[src/rtl/lsa_pkg.sv]
package lsa_pkg;

    typedef enum logic [1:0] {
        DIR_NONE = 2'b00,
        DIR_DIAG = 2'b01,
        DIR_UP   = 2'b10,
        DIR_LEFT = 2'b11
    } dir_e;

    localparam int SCORE_SAME  = 10;
    localparam int SCORE_TSN   = 0;
    localparam int SCORE_TVN   = -5;
    localparam int GAP_PENALTY = -4;

    // Transitions (A<->G, C<->T) differ only in the purine/pyrimidine-preserving bit 1.
    function automatic int pair_score(logic [1:0] a, logic [1:0] b);
        if (a == b)
            return SCORE_SAME;
        else if ((a ^ b) == 2'b10)
            return SCORE_TSN;
        else
            return SCORE_TVN;
    endfunction

endpackage

[src/rtl/lsa_pe.sv]
module lsa_pe
    import lsa_pkg::*;
#(
    parameter int SCORE_W = 16,
    parameter int COL_W   = 10
) (
    input  logic               clk,
    input  logic               rst_n,
    input  logic               q_we,
    input  logic [1:0]         q_base,
    input  logic               in_vld,
    input  logic [1:0]         in_base,
    input  logic               in_first,
    input  logic               in_last,
    input  logic [COL_W-1:0]   in_col,
    input  logic [SCORE_W-1:0] in_h,
    output logic               out_vld,
    output logic [1:0]         out_base,
    output logic               out_first,
    output logic               out_last,
    output logic [COL_W-1:0]   out_col,
    output logic [SCORE_W-1:0] out_h,
    output dir_e               out_dir
);

    localparam logic signed [SCORE_W-1:0] GAP_S = SCORE_W'(GAP_PENALTY);

    typedef struct packed {
        logic [1:0]         qb;
        logic               vld;
        logic [1:0]         base;
        logic               first;
        logic               last;
        logic [COL_W-1:0]   col;
        logic [SCORE_W-1:0] h;
        dir_e               dir;
        logic [SCORE_W-1:0] left;
        logic [SCORE_W-1:0] up_last;
    } pe_state_t;

    pe_state_t st_d, st_q;

    logic signed [SCORE_W-1:0] sub_v;
    logic signed [SCORE_W-1:0] diag_v, left_v, up_v;
    logic signed [SCORE_W-1:0] t_diag, t_up, t_left;
    logic signed [SCORE_W-1:0] pick_h;
    dir_e                      pick_d;

    always_comb begin
        sub_v  = SCORE_W'(pair_score(st_q.qb, in_base));
        // Column 1 sees the zero boundary column on its left and diagonal.
        diag_v = in_first ? '0 : $signed(st_q.up_last);
        left_v = in_first ? '0 : $signed(st_q.left);
        up_v   = $signed(in_h);
        t_diag = diag_v + sub_v;
        t_up   = up_v + GAP_S;
        t_left = left_v + GAP_S;

        pick_h = t_diag;
        pick_d = DIR_DIAG;
        if (t_up > pick_h) begin
            pick_h = t_up;
            pick_d = DIR_UP;
        end
        if (t_left > pick_h) begin
            pick_h = t_left;
            pick_d = DIR_LEFT;
        end
        if (pick_h <= 0) begin
            pick_h = '0;
            pick_d = DIR_NONE;
        end

        st_d     = st_q;
        st_d.vld = in_vld;
        if (q_we)
            st_d.qb = q_base;
        if (in_vld) begin
            st_d.base    = in_base;
            st_d.first   = in_first;
            st_d.last    = in_last;
            st_d.col     = in_col;
            st_d.h       = pick_h;
            st_d.dir     = pick_d;
            st_d.left    = pick_h;
            st_d.up_last = in_h;
        end
    end

    always_ff @(posedge clk or negedge rst_n) begin
        if (!rst_n)
            st_q <= '0;
        else
            st_q <= st_d;
    end

    assign out_vld   = st_q.vld;
    assign out_base  = st_q.base;
    assign out_first = st_q.first;
    assign out_last  = st_q.last;
    assign out_col   = st_q.col;
    assign out_h     = st_q.h;
    assign out_dir   = st_q.dir;

endmodule

[src/rtl/lsa_ctrl.sv]
module lsa_ctrl #(
    parameter int COL_W = 10
) (
    input  logic             clk,
    input  logic             rst_n,
    input  logic             db_valid,
    input  logic             db_last,
    input  logic             tail_vld,
    input  logic             tail_last,
    output logic             db_ready,
    output logic             accept,
    output logic             tok_first,
    output logic [COL_W-1:0] tok_col,
    output logic             done
);

    typedef struct packed {
        logic             flush;
        logic             first_pend;
        logic [COL_W-1:0] col;
        logic             done;
    } ctrl_state_t;

    ctrl_state_t cs_d, cs_q;

    always_comb begin
        accept    = db_valid && !cs_q.flush;
        tok_first = cs_q.first_pend;
        tok_col   = cs_q.first_pend ? COL_W'(1) : cs_q.col + COL_W'(1);

        cs_d = cs_q;
        if (accept) begin
            cs_d.first_pend = db_last;
            cs_d.col        = tok_col;
            cs_d.done       = 1'b0;
            if (db_last)
                cs_d.flush = 1'b1;
        end
        if (tail_vld && tail_last) begin
            cs_d.flush = 1'b0;
            cs_d.done  = 1'b1;
        end
    end

    always_ff @(posedge clk or negedge rst_n) begin
        if (!rst_n) begin
            cs_q            <= '0;
            cs_q.first_pend <= 1'b1;
        end else begin
            cs_q <= cs_d;
        end
    end

    assign db_ready = !cs_q.flush;
    assign done     = cs_q.done;

endmodule

[src/rtl/lsa_best.sv]
module lsa_best #(
    parameter int N_PE    = 16,
    parameter int SCORE_W = 16,
    parameter int ROW_W   = 5,
    parameter int COL_W   = 10
) (
    input  logic                           clk,
    input  logic                           rst_n,
    input  logic                           clear,
    input  logic [N_PE-1:0]                cell_vld,
    input  logic [N_PE*SCORE_W-1:0]        cell_h,
    input  logic [N_PE-1:0][COL_W-1:0]     cell_col,
    output logic [SCORE_W-1:0]             best_score,
    output logic [ROW_W-1:0]               best_row,
    output logic [COL_W-1:0]               best_col
);

    typedef struct packed {
        logic [SCORE_W-1:0] s;
        logic [ROW_W-1:0]   row;
        logic [COL_W-1:0]   col;
    } best_t;

    best_t bt_d, bt_q;

    always_comb begin
        bt_d = bt_q;
        if (clear)
            bt_d = '0;
        for (int i = 0; i < N_PE; i++) begin
            logic signed [SCORE_W-1:0] h_i;
            logic [ROW_W-1:0]          r_i;
            logic                      win;
            h_i = $signed(cell_h[i*SCORE_W +: SCORE_W]);
            r_i = ROW_W'(i + 1);
            win = (h_i > $signed(bt_d.s)) ||
                  ((h_i == $signed(bt_d.s)) &&
                   ((r_i < bt_d.row) ||
                    ((r_i == bt_d.row) && (cell_col[i] < bt_d.col))));
            if (cell_vld[i] && win) begin
                bt_d.s   = h_i;
                bt_d.row = r_i;
                bt_d.col = cell_col[i];
            end
        end
    end

    always_ff @(posedge clk or negedge rst_n) begin
        if (!rst_n)
            bt_q <= '0;
        else
            bt_q <= bt_d;
    end

    assign best_score = bt_q.s;
    assign best_row   = bt_q.row;
    assign best_col   = bt_q.col;

endmodule

[src/rtl/lsa_array.sv]
module lsa_array
    import lsa_pkg::*;
#(
    parameter int N_PE    = 16,
    parameter int SCORE_W = 16,
    parameter int COL_W   = 10,
    localparam int QIDX_W = $clog2(N_PE),
    localparam int ROW_W  = $clog2(N_PE + 1)
) (
    input  logic                      clk,
    input  logic                      rst_n,
    input  logic                      q_we,
    input  logic [QIDX_W-1:0]         q_idx,
    input  logic [1:0]                q_base,
    input  logic                      db_valid,
    output logic                      db_ready,
    input  logic [1:0]                db_base,
    input  logic                      db_last,
    output logic [N_PE-1:0]           cell_valid,
    output logic [N_PE*SCORE_W-1:0]   cell_score,
    output logic [2*N_PE-1:0]         cell_dir,
    output logic signed [SCORE_W-1:0] best_score,
    output logic [ROW_W-1:0]          best_row,
    output logic [COL_W-1:0]          best_col,
    output logic                      done
);

    logic               ch_vld   [0:N_PE];
    logic [1:0]         ch_base  [0:N_PE];
    logic               ch_first [0:N_PE];
    logic               ch_last  [0:N_PE];
    logic [COL_W-1:0]   ch_col   [0:N_PE];
    logic [SCORE_W-1:0] ch_h     [0:N_PE];
    dir_e               ch_dir   [0:N_PE-1];

    logic                       accept;
    logic                       tok_first;
    logic [COL_W-1:0]           tok_col;
    logic [N_PE-1:0][COL_W-1:0] cell_col;
    logic [SCORE_W-1:0]         best_s;

    lsa_ctrl #(.COL_W(COL_W)) u_ctrl (
        .clk       (clk),
        .rst_n     (rst_n),
        .db_valid  (db_valid),
        .db_last   (db_last),
        .tail_vld  (ch_vld[N_PE]),
        .tail_last (ch_last[N_PE]),
        .db_ready  (db_ready),
        .accept    (accept),
        .tok_first (tok_first),
        .tok_col   (tok_col),
        .done      (done)
    );

    // Head of the chain: the accepted base enters with the zero boundary row above it.
    assign ch_vld[0]   = accept;
    assign ch_base[0]  = db_base;
    assign ch_first[0] = tok_first;
    assign ch_last[0]  = db_last;
    assign ch_col[0]   = tok_col;
    assign ch_h[0]     = '0;

    for (genvar k = 0; k < N_PE; k++) begin : g_pe
        lsa_pe #(.SCORE_W(SCORE_W), .COL_W(COL_W)) u_pe (
            .clk       (clk),
            .rst_n     (rst_n),
            .q_we      (q_we && (q_idx == QIDX_W'(k))),
            .q_base    (q_base),
            .in_vld    (ch_vld[k]),
            .in_base   (ch_base[k]),
            .in_first  (ch_first[k]),
            .in_last   (ch_last[k]),
            .in_col    (ch_col[k]),
            .in_h      (ch_h[k]),
            .out_vld   (ch_vld[k+1]),
            .out_base  (ch_base[k+1]),
            .out_first (ch_first[k+1]),
            .out_last  (ch_last[k+1]),
            .out_col   (ch_col[k+1]),
            .out_h     (ch_h[k+1]),
            .out_dir   (ch_dir[k])
        );
        assign cell_valid[k]                      = ch_vld[k+1];
        assign cell_score[k*SCORE_W +: SCORE_W]   = ch_h[k+1];
        assign cell_dir[2*k +: 2]                 = ch_dir[k];
        assign cell_col[k]                        = ch_col[k+1];
    end

    lsa_best #(
        .N_PE    (N_PE),
        .SCORE_W (SCORE_W),
        .ROW_W   (ROW_W),
        .COL_W   (COL_W)
    ) u_best (
        .clk        (clk),
        .rst_n      (rst_n),
        .clear      (accept && tok_first),
        .cell_vld   (cell_valid),
        .cell_h     (cell_score),
        .cell_col   (cell_col),
        .best_score (best_s),
        .best_row   (best_row),
        .best_col   (best_col)
    );

    assign best_score = best_s;

    logic unused_tail;
    assign unused_tail = ^{ch_base[N_PE], ch_first[N_PE]};

endmodule

[config.mk]
export PLATFORM = sky130hd
export DESIGN_NAME = lsa_array
export DESIGN_NICKNAME = d
export VERILOG_FILES = /design/src/rtl/lsa_pkg.sv /design/src/rtl/lsa_pe.sv /design/src/rtl/lsa_ctrl.sv /design/src/rtl/lsa_best.sv /design/src/rtl/lsa_array.sv
export SDC_FILE = /design/constraint.sdc
export NUM_CORES = 2
export LEC_CHECK = 0
export BUFFER_PORTS_ARGS = -buffer_cell sky130_fd_sc_hd__clkbuf_2
export CORE_MARGIN = 2
export CORE_UTILIZATION = 70
export CTS_BUF_LIST = sky130_fd_sc_hd__clkbuf_8
export CTS_CLUSTER_DIAMETER = 150
export DETAILED_ROUTE_END_ITERATION = 12
export PLACE_DENSITY = 0.89
export SYNTH_ARGS = -nofsm -noshare
export SYNTH_HDL_FRONTEND = slang
export SYNTH_SLANG_ARGS = --single-unit
[constraint.sdc]
create_clock -name clk -period 85.7 [get_ports clk]
set_input_delay 12.855 -clock clk [delete_from_list [all_inputs] [get_ports clk]]
set_output_delay 12.855 -clock clk [all_outputs]
set_load 0.005 [all_outputs]
==> results.json <==
{
  "drtAntennaViolNets": 0,
  "grt_antenna_before_repair": 11,
  "vias": 75144,
  "drc": 0,
  "critPathSlowestCell": "o211ai_4",
  "drt-vias-per-instance": 6.541,
  "routedWlPerCell_um": 22.05,
  "worstHoldPathType": "register to register",
  "drv_slew": 0,
  "htree_levels": 4,
  "synthFlopType": "dfrtp_1",
  "max-clock-path-buffers": 3,
  "slew_headroom_pct": 19.43,
  "hold_viol_final": 0,
  "fillers": 9085,
  "synthTopCellsByArea": "dfrtp_1, ha_1, mux2_2, o21ai_0, a21oi_1",
  "clock-root-buffer": "clkbuf_8",
  "row_count": 126,
  "startpoint_type": "input pin",
  "status": "finished, final reports clean",
  "cts.clk_slew.worst_paths_ns": 0.06,
  "synthDistinctLibCells": 119,
  "fmaxAchievable_ghz": 0.01608,
  "cp_max_fo": 63,
  "clkSinkCount": 831,
  "nets": 10947,
  "crit_arrival_ns": 62.96,
  "max_stage_delay_ns": 0.95,
  "synth-seq-area-share_pct": 25.01,
  "synth_edf_count": 0,
  "finalCritPeriodShare_pct": 72.58,
  "clk_latency_ns": 0.91,
  "die-area_sq_um": 121600,
  "maxCapViolCount": 0,
  "port_buffers": 349,
  "cts_hold_buf": 0,
  "syn2layout_area_growth_pct": 4.686,
  "fin_worst_skew_ns": 0.03865,
  "multi_input_area_sq_um": 55410,
  "initial_core_util_pct": 70.53,
  "track_usage_pct": 40.50,
  "grt_max_degree": 173,
  "yosysTopAreaCell": "dfrtp_1",
  "rsz0062_at_grt": "false",
  "first_pass_iters": 9,
  "setup_viol": 0,
  "numCtsBuffers": 154,
  "seqCellArea_sq_um": 20820,
  "worst_pin_slew_ns": 1.203,
  "netlist.area_leader.share_pct": 24.97,
  "syn_area_sq_um": 83170,
  "critPathRequiredTime_ns": 86.46,
  "ys_ff_latch": 831,
  "dp_hpwl_um": 191600,
  "syn_nets": 11049,
  "core_area_sq_um": 117900,
  "ctsResizeCount": 0,
  "fp.dieH_um": 348.7,
  "first_global_vias": 73281,
  "drive_gt1_share_pct": 14.26,
  "crit_type": "input pin to register",
  "grt_pass1_wl_um": 395300,
  "ios": 350,
  "cp-end-kind": "register",
  "syn_avg_cell_area_sq_um": 8.368,
  "drtIter0Drc": 7177,
  "grt_overflow": 0,
  "syn_inst": 9939,
  "post_cts_buffers": 0,
  "die_w_um": 348.7,
  "min_period_ns": 62.20,
  "fin_setup_tns_ns": 0,
  "cts_tree": "yes",
  "yosysWarnings": 0,
  "routed_wl_um": 253300,
  "async_reset_ff_share_pct": 100.0,
  "routabilityCongestion": 0.9766
}
## cell usage after synthesis, types with 11 or more instances
master	n
a211o_1	13
a211oi_1	31
a21o_1	184
a21oi_1	709
a221o_1	11
a311oi_1	20
a31o_2	42
a31oi_1	46
and2_1	23
and3_1	41
and4_1	32
buf_1	47
buf_2	13
buf_4	308
clkbuf_1	326
dfrtp_1	830
fa_1	15
ha_1	1082
inv_1	844
mux2_2	578
mux2i_1	179
nand2_1	748
nand2b_1	258
nand3_1	162
nand4_1	222
nor2_1	582
nor2b_1	420
nor3_1	118
nor3b_1	26
nor4_1	87
o2111ai_1	17
o211ai_1	22
o21a_1	52
o21ai_0	718
o21ai_1	22
o21bai_1	119
o22ai_1	174
o31ai_1	18
or2_2	34
or3_1	24
or4_1	20
xnor2_1	362
xor2_1	122
## critical path: cells and delay by family
kind,cells,cell delay [ns]
AOI/OAI and AO/OA,93,21.59
adders and majority gates,16,4.94
buffers and inverters,21,4.65
muxes,6,2.23
and+or+nand+nor,76,16.57
## state kept, by name (all words and copies together) (netlist names)
register / cells
u_best.best_row: 5
u_best.best_score: 16
g_pe.u_pe.out_h: 256
g_pe.u_pe.out_vld: 16
g_pe.u_pe.st_q: 272
u_best.best_col: 10
g_pe.u_pe.out_last: 16
g_pe.u_pe.out_first: 15
g_pe.u_pe.out_col: 160
g_pe.u_pe.out_base: 30
u_ctrl.tok_first: 1
g_pe.u_pe.out_dir: 32
u_ctrl.cs_q: 1
u_ctrl.done: 1
## logic make-up after synthesis
kind of cell | after synthesis | synth area share, %
xor+xnor | 484 | 5.097
compound gates | 2352 | 17.16
flops | 831 | 25.01
mux | 768 | 10.18
fa+ha+maj | 1102 | 16.70
simple gates | 2854 | 17.41
buf+inv | 1548 | 8.446
## layer usage
metal	global-route usage (%)	share of wire (%)
met1	50.86	39
met2	64.95	45
met3	8.724	9.2
met4	22.31	5.9
met5	0	0.041
## layout by cell type (no fill, tap or decap), drive strengths merged, types with 15 or more instances in the layout
master	instances
nand3	164
mux2	587
mux2i	181
o21ai	743
o211ai	26
or2	36
dfrtp	830
nand2b	258
a311oi	22
nor2	586
clkinv	21
or3	25
and4	32
and2	25
nor3b	26
o22ai	174
o21a	54
or4	21
a21oi	713
nand2	752
a21o	185
xor2	122
nor4	87
a31oi	46
inv	885
nor2b	420
buf	94
xnor2	362
fa	15
nand4	222
ha	1082
a211oi	36
clkbuf	544
o31ai	21
nor3	119
o2111ai	17
o21bai	120
a31o	44
and3	43
## through the flow
stage / util [%] / cells / hold WS (ns) / area [sq um] / setup slack, ns
detailed placement: 71.07 / 11217 / 0.4722 / 83810 / 23.92
floorplan: - / 9939 / 0.3732 / 83170 / 28.69
global route: 73.83 / 11487 / 0.4990 / 87060 / 19.88
global placement: 71.07 / 11217 / 0.4605 / 83810 / 25.55
finish: 73.83 / 11488 / 0.4822 / 87060 / 23.50
CTS: 73.82 / 11484 / 0.4853 / 87050 / 24.59
## worst paths after layout
check                                             startpoint                                   to  slack (ns)  cells after the start
min reg2reg                g_pe[0].u_pe.out_last$_DFFE_PN0N_    g_pe[0].u_pe.out_last$_DFFE_PN0N_        0.48                      2
max in group asynchronous                              rst_n    g_pe[9].u_pe.st_q[12]$_DFFE_PN0P_       70.71                      4
max reg2reg                      u_ctrl.cs_q[12]$_DFFE_PN0P_       u_best.best_score[0]$_DFF_PN0_       35.11                    211
max                                                 db_valid       u_best.best_score[0]$_DFF_PN0_       23.50                    212
min                        g_pe[0].u_pe.out_last$_DFFE_PN0N_    g_pe[0].u_pe.out_last$_DFFE_PN0N_        0.48                      2
min in group asynchronous                              rst_n  g_pe[2].u_pe.out_dir[1]$_DFFE_PN0P_       11.98                      1
## final cells by class
class                   count  area share, %
well taps                1536          2.207
inverters                 848          3.659
multi-input cells        7560          63.64
diodes                      4        0.01150
repair buffers            442          2.848
flip-flops and latches    831          23.91
clock inverters            71         0.6237
clock buffers             196          3.098
Power is left out: the tool's default activity adds up to more than one toggle a clock period on the data nets, which glitch-free logic cannot reach.
